--- config.mk ---
export PLATFORM = sky130hd
export DESIGN_NAME = wbc_write_ctrl
export DESIGN_NICKNAME = d
export VERILOG_FILES = /design/src/rtl/wbc_pkg.sv /design/src/rtl/wbc_rst_sync.sv /design/src/rtl/wbc_cfg_latch.sv /design/src/rtl/wbc_gap_timer.sv /design/src/rtl/wbc_beat_sel.sv /design/src/rtl/wbc_write_ctrl.sv
export SDC_FILE = /design/constraint.sdc
export NUM_CORES = 1
export LEC_CHECK = 0
export BUFFER_PORTS_ARGS = -buffer_cell sky130_fd_sc_hd__clkbuf_2
export CAP_MARGIN = 40
export CORE_UTILIZATION = 59
export CTS_BUF_LIST = sky130_fd_sc_hd__clkbuf_2
export CTS_CLUSTER_DIAMETER = 40
export DETAILED_ROUTE_END_ITERATION = 10
export PLACE_DENSITY = 0.88
export SYNTH_ARGS = -nofsm -noshare
export SYNTH_HDL_FRONTEND = slang
export SYNTH_SLANG_ARGS = --single-unit
--- constraint.sdc ---
create_clock -name clk -period 6.35 [get_ports clk]
set_input_delay 0.3175 -clock clk [delete_from_list [all_inputs] [get_ports clk]]
set_output_delay 0.3175 -clock clk [all_outputs]
set_load 0.02 [all_outputs]
--- src/rtl/wbc_pkg.sv ---
package wbc_pkg;
  typedef enum logic [1:0] {
    ST_IDLE = 2'd0,
    ST_ADDR = 2'd1,
    ST_GAP  = 2'd2,
    ST_DATA = 2'd3
  } wbc_state_e;
endpackage

--- src/rtl/wbc_rst_sync.sv ---
module wbc_rst_sync (
  input  logic clk,
  input  logic arst_n,
  output logic rst_n_o
);
  logic s1_q, s2_q;

  always_ff @(posedge clk or negedge arst_n) begin
    if (!arst_n) begin
      s1_q <= 1'b0;
      s2_q <= 1'b0;
    end else begin
      s1_q <= 1'b1;
      s2_q <= s1_q;
    end
  end

  assign rst_n_o = s2_q;
endmodule

--- src/rtl/wbc_cfg_latch.sv ---
module wbc_cfg_latch #(
  parameter int DLY_W = 3
) (
  input  logic             clk,
  input  logic             rst_n,
  input  logic [DLY_W-1:0] mode_dly,
  input  logic             mode_wide,
  output logic [DLY_W-1:0] cfg_dly,
  output logic             cfg_wide
);
  // Loads only while reset is held; frozen once reset is released.
  logic cap_en;
  assign cap_en = ~rst_n;

  always_ff @(posedge clk) begin
    if (cap_en) begin
      cfg_dly  <= mode_dly;
      cfg_wide <= mode_wide;
    end
  end
endmodule

--- src/rtl/wbc_gap_timer.sv ---
module wbc_gap_timer #(
  parameter int DLY_W = 3
) (
  input  logic             clk,
  input  logic             rst_n,
  input  logic             load,
  input  logic             dec,
  input  logic [DLY_W-1:0] load_val,
  output logic             last
);
  logic [DLY_W-1:0] cnt_q, cnt_d;

  always_comb begin
    cnt_d = cnt_q;
    if (load)     cnt_d = load_val;
    else if (dec) cnt_d = cnt_q - 1'b1;
  end

  always_ff @(posedge clk or negedge rst_n) begin
    if (!rst_n) cnt_q <= '0;
    else        cnt_q <= cnt_d;
  end

  assign last = (cnt_q == DLY_W'(1));
endmodule

--- src/rtl/wbc_beat_sel.sv ---
module wbc_beat_sel #(
  parameter int AW      = 32,
  parameter int DW      = 64,
  parameter int LINE_DW = 4,
  parameter int BW      = 3
) (
  input  logic [DW*LINE_DW-1:0] payload,
  input  logic [AW-1:0]         base,
  input  logic [BW-1:0]         idx,
  input  logic                  wide,
  output logic [AW-1:0]         beat_addr,
  output logic [DW-1:0]         beat_data
);
  localparam int HW    = DW / 2;
  localparam int NWORD = 2 * LINE_DW;
  localparam int WSH   = $clog2(DW / 8);
  localparam int NSH   = WSH - 1;
  localparam int DIW   = $clog2(LINE_DW);

  logic [DW-1:0] dwords [LINE_DW];
  logic [HW-1:0] words  [NWORD];

  for (genvar g = 0; g < LINE_DW; g++) begin : g_dw
    assign dwords[g] = payload[g*DW +: DW];
  end
  for (genvar g = 0; g < NWORD; g++) begin : g_w
    assign words[g] = payload[g*HW +: HW];
  end

  always_comb begin
    if (wide) begin
      beat_addr = base + (AW'(idx) << WSH);
      beat_data = dwords[idx[DIW-1:0]];
    end else begin
      beat_addr = base + (AW'(idx) << NSH);
      beat_data = {{HW{1'b0}}, words[idx]};
    end
  end
endmodule

--- src/rtl/wbc_write_ctrl.sv ---
module wbc_write_ctrl
  import wbc_pkg::*;
#(
  parameter int AW      = 32,
  parameter int DW      = 64,
  parameter int LINE_DW = 4,
  parameter int DLY_W   = 3
) (
  input  logic                  clk,
  input  logic                  arst_n,
  input  logic [DLY_W-1:0]      mode_dly,
  input  logic                  mode_wide,
  input  logic                  req_valid,
  output logic                  req_ready,
  input  logic                  req_block,
  input  logic                  req_dword,
  input  logic [AW-1:0]         req_addr,
  input  logic [DW*LINE_DW-1:0] req_data,
  output logic                  busy,
  output logic                  bus_addr_valid,
  output logic [AW-1:0]         bus_addr,
  output logic                  bus_data_valid,
  output logic [DW-1:0]         bus_data,
  input  logic                  bus_ready
);
  localparam int LINE_BITS = DW * LINE_DW;
  localparam int BEAT_MAX  = 2 * LINE_DW;
  localparam int BW        = $clog2(BEAT_MAX);
  localparam int OFF_W     = $clog2(LINE_BITS / 8);
  localparam int DOFF_W    = $clog2(DW / 8);

  logic             rst_s;
  logic [DLY_W-1:0] cfg_dly;
  logic             cfg_wide;

  wbc_state_e st_q, st_d;
  logic [AW-1:0]        base_q, base_d;
  logic [LINE_BITS-1:0] pay_q;
  logic [BW-1:0]        last_q, last_d;
  logic [BW-1:0]        idx_q, idx_d;
  logic                 acc, beat_done, gap_last;
  logic [AW-1:0]        beat_addr;
  logic [DW-1:0]        beat_data;

  wbc_rst_sync u_rst (.clk(clk), .arst_n(arst_n), .rst_n_o(rst_s));

  wbc_cfg_latch #(.DLY_W(DLY_W)) u_cfg (
    .clk(clk), .rst_n(rst_s), .mode_dly(mode_dly), .mode_wide(mode_wide),
    .cfg_dly(cfg_dly), .cfg_wide(cfg_wide)
  );

  wbc_gap_timer #(.DLY_W(DLY_W)) u_gap (
    .clk(clk), .rst_n(rst_s),
    .load(st_q == ST_ADDR), .dec(st_q == ST_GAP),
    .load_val(cfg_dly), .last(gap_last)
  );

  wbc_beat_sel #(.AW(AW), .DW(DW), .LINE_DW(LINE_DW), .BW(BW)) u_sel (
    .payload(pay_q), .base(base_q), .idx(idx_q), .wide(cfg_wide),
    .beat_addr(beat_addr), .beat_data(beat_data)
  );

  assign acc       = req_valid && (st_q == ST_IDLE);
  assign beat_done = (st_q == ST_DATA) && bus_ready;

  // Request decode: aligned base address and index of the final beat.
  always_comb begin
    if (req_block)      base_d = {req_addr[AW-1:OFF_W], {OFF_W{1'b0}}};
    else if (req_dword) base_d = {req_addr[AW-1:DOFF_W], {DOFF_W{1'b0}}};
    else                base_d = req_addr;

    if (req_block)      last_d = cfg_wide ? BW'(LINE_DW - 1) : BW'(BEAT_MAX - 1);
    else if (req_dword) last_d = cfg_wide ? BW'(0) : BW'(1);
    else                last_d = BW'(0);
  end

  // Next-state logic.
  always_comb begin
    st_d  = st_q;
    idx_d = idx_q;
    unique case (st_q)
      ST_IDLE: begin
        idx_d = '0;
        if (acc) st_d = ST_ADDR;
      end
      ST_ADDR: st_d = (cfg_dly == '0) ? ST_DATA : ST_GAP;
      ST_GAP:  if (gap_last) st_d = ST_DATA;
      ST_DATA: begin
        if (beat_done) begin
          if (idx_q == last_q) st_d = ST_IDLE;
          else                 idx_d = idx_q + 1'b1;
        end
      end
      default: st_d = ST_IDLE;
    endcase
  end

  // Control registers.
  always_ff @(posedge clk or negedge rst_s) begin
    if (!rst_s) begin
      st_q  <= ST_IDLE;
      idx_q <= '0;
    end else begin
      st_q  <= st_d;
      idx_q <= idx_d;
    end
  end

  // Request capture, enabled on acceptance only.
  always_ff @(posedge clk) begin
    if (acc) begin
      base_q <= base_d;
      pay_q  <= req_data;
      last_q <= last_d;
    end
  end

  assign req_ready      = (st_q == ST_IDLE);
  assign busy           = (st_q != ST_IDLE);
  assign bus_addr_valid = (st_q == ST_ADDR);
  assign bus_data_valid = (st_q == ST_DATA);
  assign bus_addr       = (st_q == ST_ADDR) ? base_q :
                          (st_q == ST_DATA) ? beat_addr : '0;
  assign bus_data       = (st_q == ST_DATA) ? beat_data : '0;
endmodule

==> run metrics <==
Max clock buf depth 3; post-route clock period utilization 0.688; Slew headroom 0.391; CTS tree done; crit path kind reg -> out; Crit-path slowest cell dfrtp_4; CP required 6.03 ns; Total GRT Usage 0.388; max_cap viols 0; clock latency on the worst-skew pair 0.90 ns; worst reg2reg startpoint idx_q[1]; largest net degree at the start of global routing 146; Boundary Pins 398; Cells after Synth roughly 840; share of post-route cells with drive strength above 1 0.419; peak supply drop 293 uV; Nets 1,884; most common cell after layout, fill and taps aside clkbuf_2; reg2reg path depth 6; Overall Power 6.83 mW; Setup crit end kind output port; synthesis-stage register bit count 305; post_cts resized 0; YS warnings 0; worst-margin pin slew 0.914 ns; Cell Pwr Density 331 nW/um^2; DR WL/cell 24.8 um; Starting Density 0.599; vias post-DR 12,000; R2R setup slack around 3.5 ns; gpl congestion roughly 0.92; input/output buffers ~400; vias per cell 6.13; # rows 57; worst r2r dst st_q[0]; core area ~24,000 um^2; RSZ-0062 raised after global routing false; H-tree lvl count 3; ANT nets after route 0; first-pass GRT wire length ~73,000 um; Seq/Total Area, Yosys 0.627; total CTS buffers 78; Post-Route Skew 0.0617 ns; slowest stage delay, CP between 0.7 and 0.8 ns; crit start category register; global route total overflow 0; Synth async-reset ratio 0.0328; Final min period 4.37 ns; post-synth cell types 51; peak fanout along the critical path 32; overall die width 159 um; number of antenna violations at the first check in global routing 11; DRC 0; Die ar. 25,300 um^2; top_reg_cell synth edfxtp_1; number of synthesized flops with an enable pin 295; Net Count, Synth 1,150; # setup viols final 0; worst-path cell chain ha_1, inv_1, fa_1, nor2b_1, o21bai_1, buf_4, a2111oi_0, mux2i_1, o21ai_1, clkbuf_2; Clock transition at path regs around 0.12 ns; setup_tns 0 ns; leakage about 7.9 nW; P&R area growth vs syn 41.9%; drt first-iter violations 1,353; Fmax 229 MHz; hpwl dp 25,400 um; syn_area_per_cell 17.4 um^2; hold depth 2; Hold EP pay_q[201]; Final Hold Violating Endpoints 0; Post-Syn Area 14,500 um^2; setup bufs post-CTS 0; Final Slew Violations 0; WP data arrival 4.05 ns; Num Clock Sinks slightly above 300; Die H roughly 160 um; final WL 48,600 um; Hold Crit Class in -> reg; CP top delay family compound AO/OA/AOI/OAI gates; status finished, final reports clean; most frequent cells in the layout 506 x clkbuf_2, 301 x dlygate4sd3_1, 295 x edfxtp_1, 128 x mux4_2, 48 x nand2_1; CTS root buffer clkbuf_2; vias in the first global route 13,100; fin util 0.851; Hold Path Origin req_data[201]; CP bufs+invs 3; 1st-pass router iterations 5
[metrics by stage]
stage               area, um^2  instances  setup WS [ns]  hold slack [ns]
floorplan                14500        837          0.475           0.0219
global placement         16800       1511           3.17            0.114
detailed placement       16900       1514           2.90            0.111
CTS                      20600       1948           1.98           0.0660
global route             20600       1959           1.81           0.0904
finish                   20600       1963           1.98            0.135
[synthesized netlist by cell type, types with 3 or more instances]
cell / n / share of area
a211oi_1: 4 / 0.0021
a211oi_2: 5 / 0.0043
a21oi_1: 11 / 0.0038
and2_1: 3 / 0.0013
and3_1: 35 / 0.015
buf_1: 7 / 0.0018
buf_2: 16 / 0.0055
clkbuf_1: 35 / 0.0090
dfrtp_1: 10 / 0.017
edfxtp_1: 295 / 0.61
ha_1: 13 / 0.011
inv_1: 18 / 0.0046
mux2i_1: 37 / 0.025
mux4_2: 128 / 0.20
nand2_1: 49 / 0.013
nand2b_1: 4 / 0.0017
nand3_1: 8 / 0.0028
nand4_1: 4 / 0.0017
nor2_1: 33 / 0.0085
nor2b_1: 7 / 0.0030
nor3_1: 5 / 0.0017
o21ai_0: 44 / 0.015
xnor2_1: 25 / 0.015
[flip-flops by register name (all words and copies together) (netlist names)]
register	cells
u_gap.cnt_q	3
last_q	3
u_cfg.cfg_dly	3
st_q	2
pay_q	256
u_rst.rst_n_o	1
base_q	32
u_cfg.cfg_wide	1
idx_q	3
u_rst.s1_q	1
[worst register-to-register path, cell delays in order, from the launching register on]
cell and delay (ns):
dfrtp_4 0.80, buf_4 0.80, xnor2_1 0.22, a41oi_1 0.18
a221oi_1 0.44, a22oi_1 0.14, o22a_1 0.21
[worst max path at each step]
stage,from,end,depth (start not counted)
2_1_floorplan,st_q[0],base_q[0],4
3_3_place_gp,idx_q[0],bus_addr[14],10
3_5_place_dp,idx_q[0],bus_addr[14],10
4_1_cts,idx_q[0],bus_addr[14],10
5_1_grt,idx_q[0],bus_addr[14],10
6_report,idx_q[0],bus_addr[14],10
[report_power, final]
part	leakage, nW	total (mW)	internal [mW]	switching [mW]
registers	2.84	2.95	2.67	0.276
logic	4.59	2.51	1.09	1.42
clock network	0.515	1.37	0.507	0.865
[kinds of logic (layout without fill, tap and decap cells)]
family | after synthesis | in the layout | synth area share
simple gates | 164 | 164 | 0.0600
fa+ha+maj | 15 | 15 | 0.0139
compound gates | 82 | 82 | 0.0363
buf+inv | 78 | 865 | 0.0226
mux | 165 | 165 | 0.224
xor+xnor | 27 | 27 | 0.0163
other cells | 1 | 16 | 0.000258
flops | 305 | 305 | 0.627
[per-layer routing]
layer  wire (um)  global-route usage
met1       15600               0.428
met2       25000               0.664
met3        4900               0.106
met4        3090               0.257
met5           0                   0
[repair_timing]
item	in CTS	in global routing
endpoints found under the hold margin	301	0
endpoints found under the setup margin	0	0
hold buffers	301	0
[area by class of cell]
class	instances	area, um^2
Sequential cell	305	9120
Multi-Input combinational cell	454	5120
Inverter	18	67.6
Tap cell	324	405
Clock buffer	109	546
Timing Repair Buffer	714	5190
Antenna cell	15	37.5
Clock inverter	24	143
Fill cell	1096	3620
(Power assumes the default switching activity.)
